--- config.mk ---
export PLATFORM = sky130hd
export DESIGN_NAME = mfifo_irq_unit
export DESIGN_NICKNAME = d
export VERILOG_FILES = /design/src/rtl/mfu_pkg.sv /design/src/rtl/mfu_byte_fifo.sv /design/src/rtl/mfu_irq_regs.sv /design/src/rtl/mfifo_irq_unit.sv
export SDC_FILE = /design/constraint.sdc
export NUM_CORES = 2
export LEC_CHECK = 0
export BUFFER_PORTS_ARGS = -buffer_cell sky130_fd_sc_hd__buf_2
export CAP_MARGIN = 20
export CORE_MARGIN = 2
export CORE_UTILIZATION = 33
export CTS_BUF_LIST = sky130_fd_sc_hd__clkbuf_8 sky130_fd_sc_hd__clkbuf_16
export DETAILED_ROUTE_END_ITERATION = 8
export SLEW_MARGIN = 10
export SYNTH_ARGS = -nofsm -noshare
export SYNTH_HDL_FRONTEND = slang
export SYNTH_SLANG_ARGS = --single-unit
--- constraint.sdc ---
create_clock -name clk_i -period 3.45 [get_ports clk_i]
set_input_delay 0.5175 -clock clk_i [delete_from_list [all_inputs] [get_ports clk_i]]
set_output_delay 0.5175 -clock clk_i [all_outputs]
set_load 0.01 [all_outputs]
--- src/rtl/mfu_pkg.sv ---
package mfu_pkg;
  localparam int unsigned AW = 5;
  localparam int unsigned DW = 32;

  localparam logic [AW-1:0] OFF_TXD  = 5'h04;
  localparam logic [AW-1:0] OFF_RXD  = 5'h05;
  localparam logic [AW-1:0] OFF_FCTL = 5'h06;
  localparam logic [AW-1:0] OFF_WCNT = 5'h0C;
  localparam logic [AW-1:0] OFF_IEN  = 5'h0D;
  localparam logic [AW-1:0] OFF_IST  = 5'h0E;

  localparam int unsigned B_NACK  = 25;
  localparam int unsigned B_SACK  = 13;
  localparam int unsigned B_DONE  = 12;
  localparam int unsigned B_ARB   = 11;
  localparam int unsigned B_FULL  = 4;
  localparam int unsigned B_EMPTY = 3;
  localparam int unsigned B_HI    = 2;
  localparam int unsigned B_BERR  = 0;

  localparam int unsigned FLUSH_BIT = 16;

  localparam logic [DW-1:0] IRQ_MASK =
    (32'd1 << B_NACK) | (32'd1 << B_SACK) | (32'd1 << B_DONE) | (32'd1 << B_ARB) |
    (32'd1 << B_FULL) | (32'd1 << B_EMPTY) | (32'd1 << B_HI) | (32'd1 << B_BERR);
endpackage

--- src/rtl/mfu_byte_fifo.sv ---
module mfu_byte_fifo #(
  parameter int unsigned DEPTH = 128,
  parameter int unsigned W     = 8,
  localparam int unsigned PW   = $clog2(DEPTH),
  localparam int unsigned CW   = $clog2(DEPTH + 1)
) (
  input  logic          clk_i,
  input  logic          rst_ni,
  input  logic          flush_i,
  input  logic          push_i,
  input  logic [W-1:0]  wdata_i,
  input  logic          pop_i,
  output logic [W-1:0]  rdata_o,
  output logic [CW-1:0] count_o,
  output logic          empty_o,
  output logic          drop_o
);
  logic [W-1:0]  mem [DEPTH];
  logic [PW-1:0] wr_ptr_q, rd_ptr_q;
  logic [CW-1:0] cnt_q;
  logic          full, do_push, do_pop;

  assign full    = (cnt_q == CW'(DEPTH));
  assign empty_o = (cnt_q == '0);
  assign do_push = push_i && !full && !flush_i;
  assign do_pop  = pop_i && !empty_o && !flush_i;
  assign drop_o  = push_i && full && !flush_i;
  assign count_o = cnt_q;
  assign rdata_o = empty_o ? '0 : mem[rd_ptr_q];

  function automatic logic [PW-1:0] nxt(input logic [PW-1:0] p);
    return (p == PW'(DEPTH - 1)) ? '0 : p + 1'b1;
  endfunction

  always_ff @(posedge clk_i) begin
    if (do_push) mem[wr_ptr_q] <= wdata_i;
  end

  always_ff @(posedge clk_i or negedge rst_ni) begin
    if (!rst_ni) begin
      wr_ptr_q <= '0;
      rd_ptr_q <= '0;
      cnt_q    <= '0;
    end else if (flush_i) begin
      wr_ptr_q <= '0;
      rd_ptr_q <= '0;
      cnt_q    <= '0;
    end else begin
      if (do_push) wr_ptr_q <= nxt(wr_ptr_q);
      if (do_pop)  rd_ptr_q <= nxt(rd_ptr_q);
      case ({do_push, do_pop})
        2'b10:   cnt_q <= cnt_q + 1'b1;
        2'b01:   cnt_q <= cnt_q - 1'b1;
        default: cnt_q <= cnt_q;
      endcase
    end
  end

  a_r2_count_bound: assert property (@(posedge clk_i) disable iff (!rst_ni)
    cnt_q <= CW'(DEPTH));
  a_r6_drop_full: assert property (@(posedge clk_i) disable iff (!rst_ni)
    (push_i && full && !pop_i && !flush_i) |=> count_o == CW'(DEPTH));
  a_r3_pop_empty: assert property (@(posedge clk_i) disable iff (!rst_ni)
    (pop_i && empty_o && !push_i) |=> empty_o);
  a_r5_flush: assert property (@(posedge clk_i) disable iff (!rst_ni)
    flush_i |=> empty_o);
endmodule

--- src/rtl/mfu_irq_regs.sv ---
module mfu_irq_regs
  import mfu_pkg::*;
(
  input  logic          clk_i,
  input  logic          rst_ni,
  input  logic [DW-1:0] set_i,
  input  logic [DW-1:0] clr_i,
  input  logic          en_wr_i,
  input  logic [DW-1:0] en_wdata_i,
  output logic [DW-1:0] sts_o,
  output logic [DW-1:0] en_o,
  output logic          irq_o
);
  logic [DW-1:0] sts_q, en_q, set_m;
  logic          irq_q;

  assign set_m = set_i & IRQ_MASK;
  assign sts_o = sts_q;
  assign en_o  = en_q;
  assign irq_o = irq_q;

  always_ff @(posedge clk_i or negedge rst_ni) begin
    if (!rst_ni) begin
      sts_q <= '0;
      en_q  <= '0;
      irq_q <= 1'b0;
    end else begin
      sts_q <= (sts_q & ~clr_i) | set_m;  // set wins over clear
      if (en_wr_i) en_q <= en_wdata_i & IRQ_MASK;
      irq_q <= |(sts_q & en_q);
    end
  end

  a_r10_w1c: assert property (@(posedge clk_i) disable iff (!rst_ni)
    ((clr_i != '0) && ((set_m & clr_i) == '0)) |=> (sts_q & $past(clr_i)) == '0);
  a_r10_set_wins: assert property (@(posedge clk_i) disable iff (!rst_ni)
    (set_m != '0) |=> (sts_q & $past(set_m)) == $past(set_m));
  a_r11_irq_hi: assert property (@(posedge clk_i) disable iff (!rst_ni)
    (|(sts_q & en_q)) |=> irq_o);
  a_r11_irq_lo: assert property (@(posedge clk_i) disable iff (!rst_ni)
    !(|(sts_q & en_q)) |=> !irq_o);
endmodule

--- src/rtl/mfifo_irq_unit.sv ---
module mfifo_irq_unit
  import mfu_pkg::*;
#(
  parameter int unsigned FIFO_DEPTH = 128,
  parameter int unsigned TH_W       = 8,
  localparam int unsigned CW        = $clog2(FIFO_DEPTH + 1)
) (
  input  logic          clk_i,
  input  logic          rst_ni,
  input  logic          req_i,
  input  logic          we_i,
  input  logic [AW-1:0] addr_i,
  input  logic [DW-1:0] wdata_i,
  output logic [DW-1:0] rdata_o,
  output logic [7:0]    tx_data_o,
  input  logic          tx_pop_i,
  input  logic [7:0]    rx_data_i,
  input  logic          rx_push_i,
  input  logic          wr_active_i,
  input  logic          ev_nack_i,
  input  logic          ev_sack_i,
  input  logic          ev_done_i,
  input  logic          ev_arb_i,
  input  logic          ev_berr_i,
  output logic          irq_o
);
  logic            wr, rd, flush;
  logic [TH_W-1:0] hi_th_q, lo_th_q;
  logic [7:0]      rx_head;
  logic [CW-1:0]   tx_cnt, rx_cnt;
  logic            tx_empty, rx_empty, tx_empty_q, tx_drop, rx_drop;
  logic            ev_empty, ev_hi;
  logic [DW-1:0]   set_v, clr_v, sts, en, rdata_q;

  assign wr    = req_i && we_i;
  assign rd    = req_i && !we_i;
  assign flush = wr && (addr_i == OFF_FCTL) && wdata_i[FLUSH_BIT];

  mfu_byte_fifo #(.DEPTH(FIFO_DEPTH), .W(8)) u_tx (
    .clk_i, .rst_ni, .flush_i(flush),
    .push_i(wr && addr_i == OFF_TXD), .wdata_i(wdata_i[7:0]),
    .pop_i(tx_pop_i), .rdata_o(tx_data_o), .count_o(tx_cnt),
    .empty_o(tx_empty), .drop_o(tx_drop)
  );

  mfu_byte_fifo #(.DEPTH(FIFO_DEPTH), .W(8)) u_rx (
    .clk_i, .rst_ni, .flush_i(flush),
    .push_i(rx_push_i), .wdata_i(rx_data_i),
    .pop_i(rd && addr_i == OFF_RXD), .rdata_o(rx_head), .count_o(rx_cnt),
    .empty_o(rx_empty), .drop_o(rx_drop)
  );

  assign ev_empty = wr_active_i && tx_empty && !tx_empty_q;
  assign ev_hi    = (hi_th_q != '0) && (32'(rx_cnt) >= 32'(hi_th_q));

  always_comb begin
    set_v          = '0;
    set_v[B_NACK]  = ev_nack_i;
    set_v[B_SACK]  = ev_sack_i;
    set_v[B_DONE]  = ev_done_i;
    set_v[B_ARB]   = ev_arb_i;
    set_v[B_FULL]  = tx_drop || rx_drop;
    set_v[B_EMPTY] = ev_empty;
    set_v[B_HI]    = ev_hi;
    set_v[B_BERR]  = ev_berr_i;
    clr_v = (wr && addr_i == OFF_IST) ? wdata_i : '0;
  end

  mfu_irq_regs u_irq (
    .clk_i, .rst_ni, .set_i(set_v), .clr_i(clr_v),
    .en_wr_i(wr && addr_i == OFF_IEN), .en_wdata_i(wdata_i),
    .sts_o(sts), .en_o(en), .irq_o
  );

  always_ff @(posedge clk_i or negedge rst_ni) begin
    if (!rst_ni) begin
      hi_th_q    <= '0;
      lo_th_q    <= '0;
      tx_empty_q <= 1'b1;
      rdata_q    <= '0;
    end else begin
      tx_empty_q <= tx_empty;
      if (wr && addr_i == OFF_FCTL) begin
        hi_th_q <= wdata_i[8 +: TH_W];
        lo_th_q <= wdata_i[0 +: TH_W];
      end
      if (rd) begin
        case (addr_i)
          OFF_RXD:  rdata_q <= DW'(rx_head);
          OFF_FCTL: rdata_q <= DW'({hi_th_q, lo_th_q});
          OFF_WCNT: rdata_q <= DW'(rx_cnt);
          OFF_IEN:  rdata_q <= en;
          OFF_IST:  rdata_q <= sts;
          default:  rdata_q <= '0;
        endcase
      end
    end
  end

  assign rdata_o = rdata_q;

  a_r7_hi_level: assert property (@(posedge clk_i) disable iff (!rst_ni)
    ((hi_th_q != '0) && (32'(rx_cnt) >= 32'(hi_th_q))) |=> sts[B_HI]);
  a_r8_empty_edge: assert property (@(posedge clk_i) disable iff (!rst_ni)
    (wr_active_i && tx_empty && !tx_empty_q) |=> sts[B_EMPTY]);
  a_r3_rx_empty_zero: assert property (@(posedge clk_i) disable iff (!rst_ni)
    (rd && addr_i == OFF_RXD && rx_empty) |=> rdata_o == '0);
endmodule

==> results.py <==
metrics = {
    "die": {
        "die_area_sq_mm": 0.262,
        "initial_core_util": 0.332,
        "fp.dieH_um": 512,
        "rows": 186,
        "die_width_um": 512,
        "core_area_sq_mm": 0.257,
        "ioPinCount": 98,
    },
    "timing": {
        "finalCritPeriodShare": 1.21,
        "worst_slack_ps": -730,
        "slew_headroom": 0.307,
        "holdWs_ps": 82.1,
        "rsz0062_at_grt": "true",
        "hold_viol_final": 0,
        "finalSetupViolCount": 8,
        "finalMaxSlewViolations": 0,
        "worst_pin_slew_ps": 1040,
        "skew_ps": 26.4,
        "timing.fmax_mhz": 239,
        "fin_crit_ps": 4180,
    },
    "critical_path": {
        "critical_path_class": "register to output pin",
        "worstSetupEndpointType": "output pin",
        "cp.arrival_ps": 3660,
        "cp-start-kind": "register",
        "critPathRequiredTime_ps": 2930,
        "rr_worst_depth": 10,
        "crit_start": "u_tx.rd_ptr_q[0]",
        "r2r-start": "u_rx.rd_ptr_q[0]",
        "cp_max_fo": 5,
    },
    "clock_tree": {
        "cts_made_buffers": 206,
        "clk_path_buf_depth": 3,
        "cts_tree": "built",
        "htreeDepth": 4,
        "clock-root-buffer": "clkbuf_16",
        "worstSkewPairLatency_ps": 850,
        "clkSinkCount": 2182,
        "clkTransAtPathRegs_ps": 70,
    },
    "global_routing": {
        "track_usage": 0.152,
        "grt_max_degree": 129,
        "grt_pass1_wl_um": 299000,
        "grt_overflow_total": 0,
        "antenna_found_initial": 4,
        "grt_pass1_vias": 44000,
    },
    "finish": {
        "fillers": 22800,
        "final_cells": 8214,
        "fin_nets": 4733,
        "drive_gt1_frac": 0.318,
        "post-route-util": 0.393,
        "syn2layout_area_growth_pct": 18.5,
    },
    "drt": {
        "first_pass_iters": 7,
        "drcViolationCount": 0,
        "num_vias": 42800,
        "ant_nets": 0,
        "vias_per_cell": 5.20,
        "avgRoutedWirePerCell_um": 24.6,
        "wl_um": 202000,
        "first_iter_violations": 4550,
    },
    "logic_synthesis": {
        "async_flop_share": 0.0614,
        "syn-cell-area_sq_mm": 0.0852,
        "ys_seq_area_frac": 0.761,
        "synth_edf_count": 2048,
        "avgSynthCellArea_sq_um": 20.9,
        "ys_ff_latch": 2182,
        "syn-instance-count": 4069,
        "ys_warn_count": 0,
        "synth_cell_types": 70,
        "yosys_most_used_dff": "edfxtp_1",
        "synth.net_count": 4149,
    },
    "min_path": {
        "holdPathStages": 4,
        "worstHoldStart": "rx_push_i",
        "hold_path.class": "input pin to register",
    },
    "pwr": {
        "p_per_area_mw_per_mm2": 638,
        "vdd_ir_drop_max_uv": 563,
        "p_leak_nw": 32.6,
    },
    "run_status": {
        "violations": "setup timing",
        "outcome": "finished with violations",
    },
    "placed_design": {
        "gp_congestion": 0.806,
        "dp_cells": 7764,
        "numPortBuffers": 97,
        "dp_hpwl_um": 124000,
    },
    "flow_run": {
        "max-cap-violations": 0,
    },
}
layout by cell type, fill, tap and decap left out, types with 12 or more instances in the layout:
cell type      count
clkbuf_16        218
buf_4            412
buf_2             78
o21ai_0           60
nor2b_1           12
a221oi_1          32
buf_12            51
o22ai_1           23
a21boi_0          24
clkinv_2          43
nand2_1          143
nor3_1            22
ha_1              22
mux4_2           576
a21oi_1           47
buf_6             14
nand3_1           26
inv_1             65
nor2_1           299
dlygate4sd3_1     35
a22oi_1           72
xor2_1            13
dfrtp_1          127
bufinv_16         15
a22o_4            13
edfxtp_1        2048
clkinv_1          44
a22o_1            50
mux2_2            22
synthesized netlist by cell type (5+ instances only):
library cell | instances | area share
a21boi_0 | 24 | 0.0021
a21o_1 | 11 | 0.00097
a21oi_1 | 47 | 0.0028
a221o_1 | 6 | 0.00070
a221oi_1 | 48 | 0.0049
a22o_1 | 63 | 0.0065
a22oi_1 | 72 | 0.0063
a31oi_1 | 5 | 0.00037
and2_1 | 6 | 0.00044
and3_1 | 6 | 0.00044
buf_1 | 35 | 0.0015
buf_2 | 44 | 0.0026
buf_4 | 20 | 0.0018
buf_6 | 13 | 0.0017
clkbuf_1 | 126 | 0.0055
dfrtp_1 | 133 | 0.039
edfxtp_1 | 2048 | 0.72
ha_1 | 22 | 0.0032
inv_1 | 17 | 0.00075
mux2_2 | 22 | 0.0029
mux2i_1 | 7 | 0.00082
mux4_2 | 576 | 0.15
nand2_1 | 143 | 0.0063
nand2b_1 | 8 | 0.00059
nand3_1 | 26 | 0.0015
nand3b_1 | 6 | 0.00053
nand4_1 | 8 | 0.00059
nor2_1 | 301 | 0.013
nor2b_1 | 14 | 0.0010
nor3_1 | 25 | 0.0015
nor4_1 | 6 | 0.00044
o21ai_0 | 60 | 0.0035
o22ai_1 | 28 | 0.0021
o31ai_1 | 11 | 0.00097
or3_1 | 6 | 0.00044
xnor2_1 | 7 | 0.00072
xor2_1 | 13 | 0.0013
per-stage QoR:
step	cell area, sq um	setup WS (ps)	TNS, ps	total power [mW]
after detailed placement	93000	-300	-1050	42.0
final	101000	-730	-5520	64.5
after floorplan	85200	262	0	37.3
after global placement	93000	-371	-1110	41.8
after global routing	101000	-856	-6560	66.8
after CTS	100000	-811	-6410	64.6
power by group:
group          switching (mW)  internal [mW]  leakage [nW]
registers               0.403           29.3          20.1
logic                    6.50           6.15          9.06
clock network            9.89           12.2          3.42
total                    16.8           47.7          32.6
metal layers:
layer | track usage | part of all wire | vias up
li1 | - | - | 18200
met1 | 0.211 | 0.43 | 22900
met2 | 0.250 | 0.49 | 1391
met3 | 0.0237 | 0.056 | 309
met4 | 0.0375 | 0.023 | 0
met5 | 0 | 0 | -
kinds of logic after synthesis:
kind of cell | count (synthesis) | share of synthesized area
flops | 2182 | 0.761
mux | 605 | 0.156
fa+ha+maj | 23 | 0.00346
simple gates | 576 | 0.0291
xor+xnor | 20 | 0.00205
buf+inv | 255 | 0.0139
compound gates | 408 | 0.0348
what timing repair did:
action	4_1_cts	5_1_grt
hold buffers	35	0
setup endpoints to repair	8	15
hold endpoints to repair	87	0
pin swaps	8	10
gates cloned	3	10
gates resized for setup	45	42
buffers inserted	10	6
final timing paths:
path                              endpoint  slack, ps
min in group asynchronous  u_irq.sts_o[29]        210
hold / removal             u_rx.count_o[7]         80
max in group asynchronous  u_irq.sts_o[21]       2410
setup reg to reg                rdata_o[5]         60
setup / recovery              tx_data_o[5]       -730
hold reg to reg                rdata_o[14]        480
worst max-delay path, stage by stage (launching register included):
cell and delay, ps:
dfrtp_4 450, buf_8 150, clkbuf_16 190, buf_16 140
mux4_2 540, mux4_2 500, a22o_4 270, a221oi_2 170
buf_4 170, o22ai_1 70, buf_2 170
layout make-up:
| type | count | area, sq um | share of cell area |
|---|---|---|---|
| Tap cell | 3384 | 4230 | 0.0419 |
| Multi-Input combinational cell | 1632 | 19600 | 0.194 |
| Timing Repair Buffer | 614 | 5610 | 0.0556 |
| Clock inverter | 171 | 1350 | 0.0134 |
| Clock buffer | 212 | 5260 | 0.0521 |
| Sequential cell | 2182 | 64900 | 0.642 |
| Antenna cell | 2 | 5.00 | 0.0000496 |
| Inverter | 17 | 63.8 | 0.000632 |
state kept, by name (all words and copies together), names as in the netlist:
name and count:
u_irq.irq_o 1, u_tx.rd_ptr_q 7, u_rx.count_o 8, rdata_o 32
tx_empty_q 1, lo_th_q 8, u_rx.mem 1024, u_rx.wr_ptr_q 7
u_tx.count_o 8, u_tx.mem 1024, u_tx.wr_ptr_q 7, u_irq.en_o 8
u_rx.rd_ptr_q 7, u_irq.sts_o 32, hi_th_q 8
(Power assumes the default switching activity.)
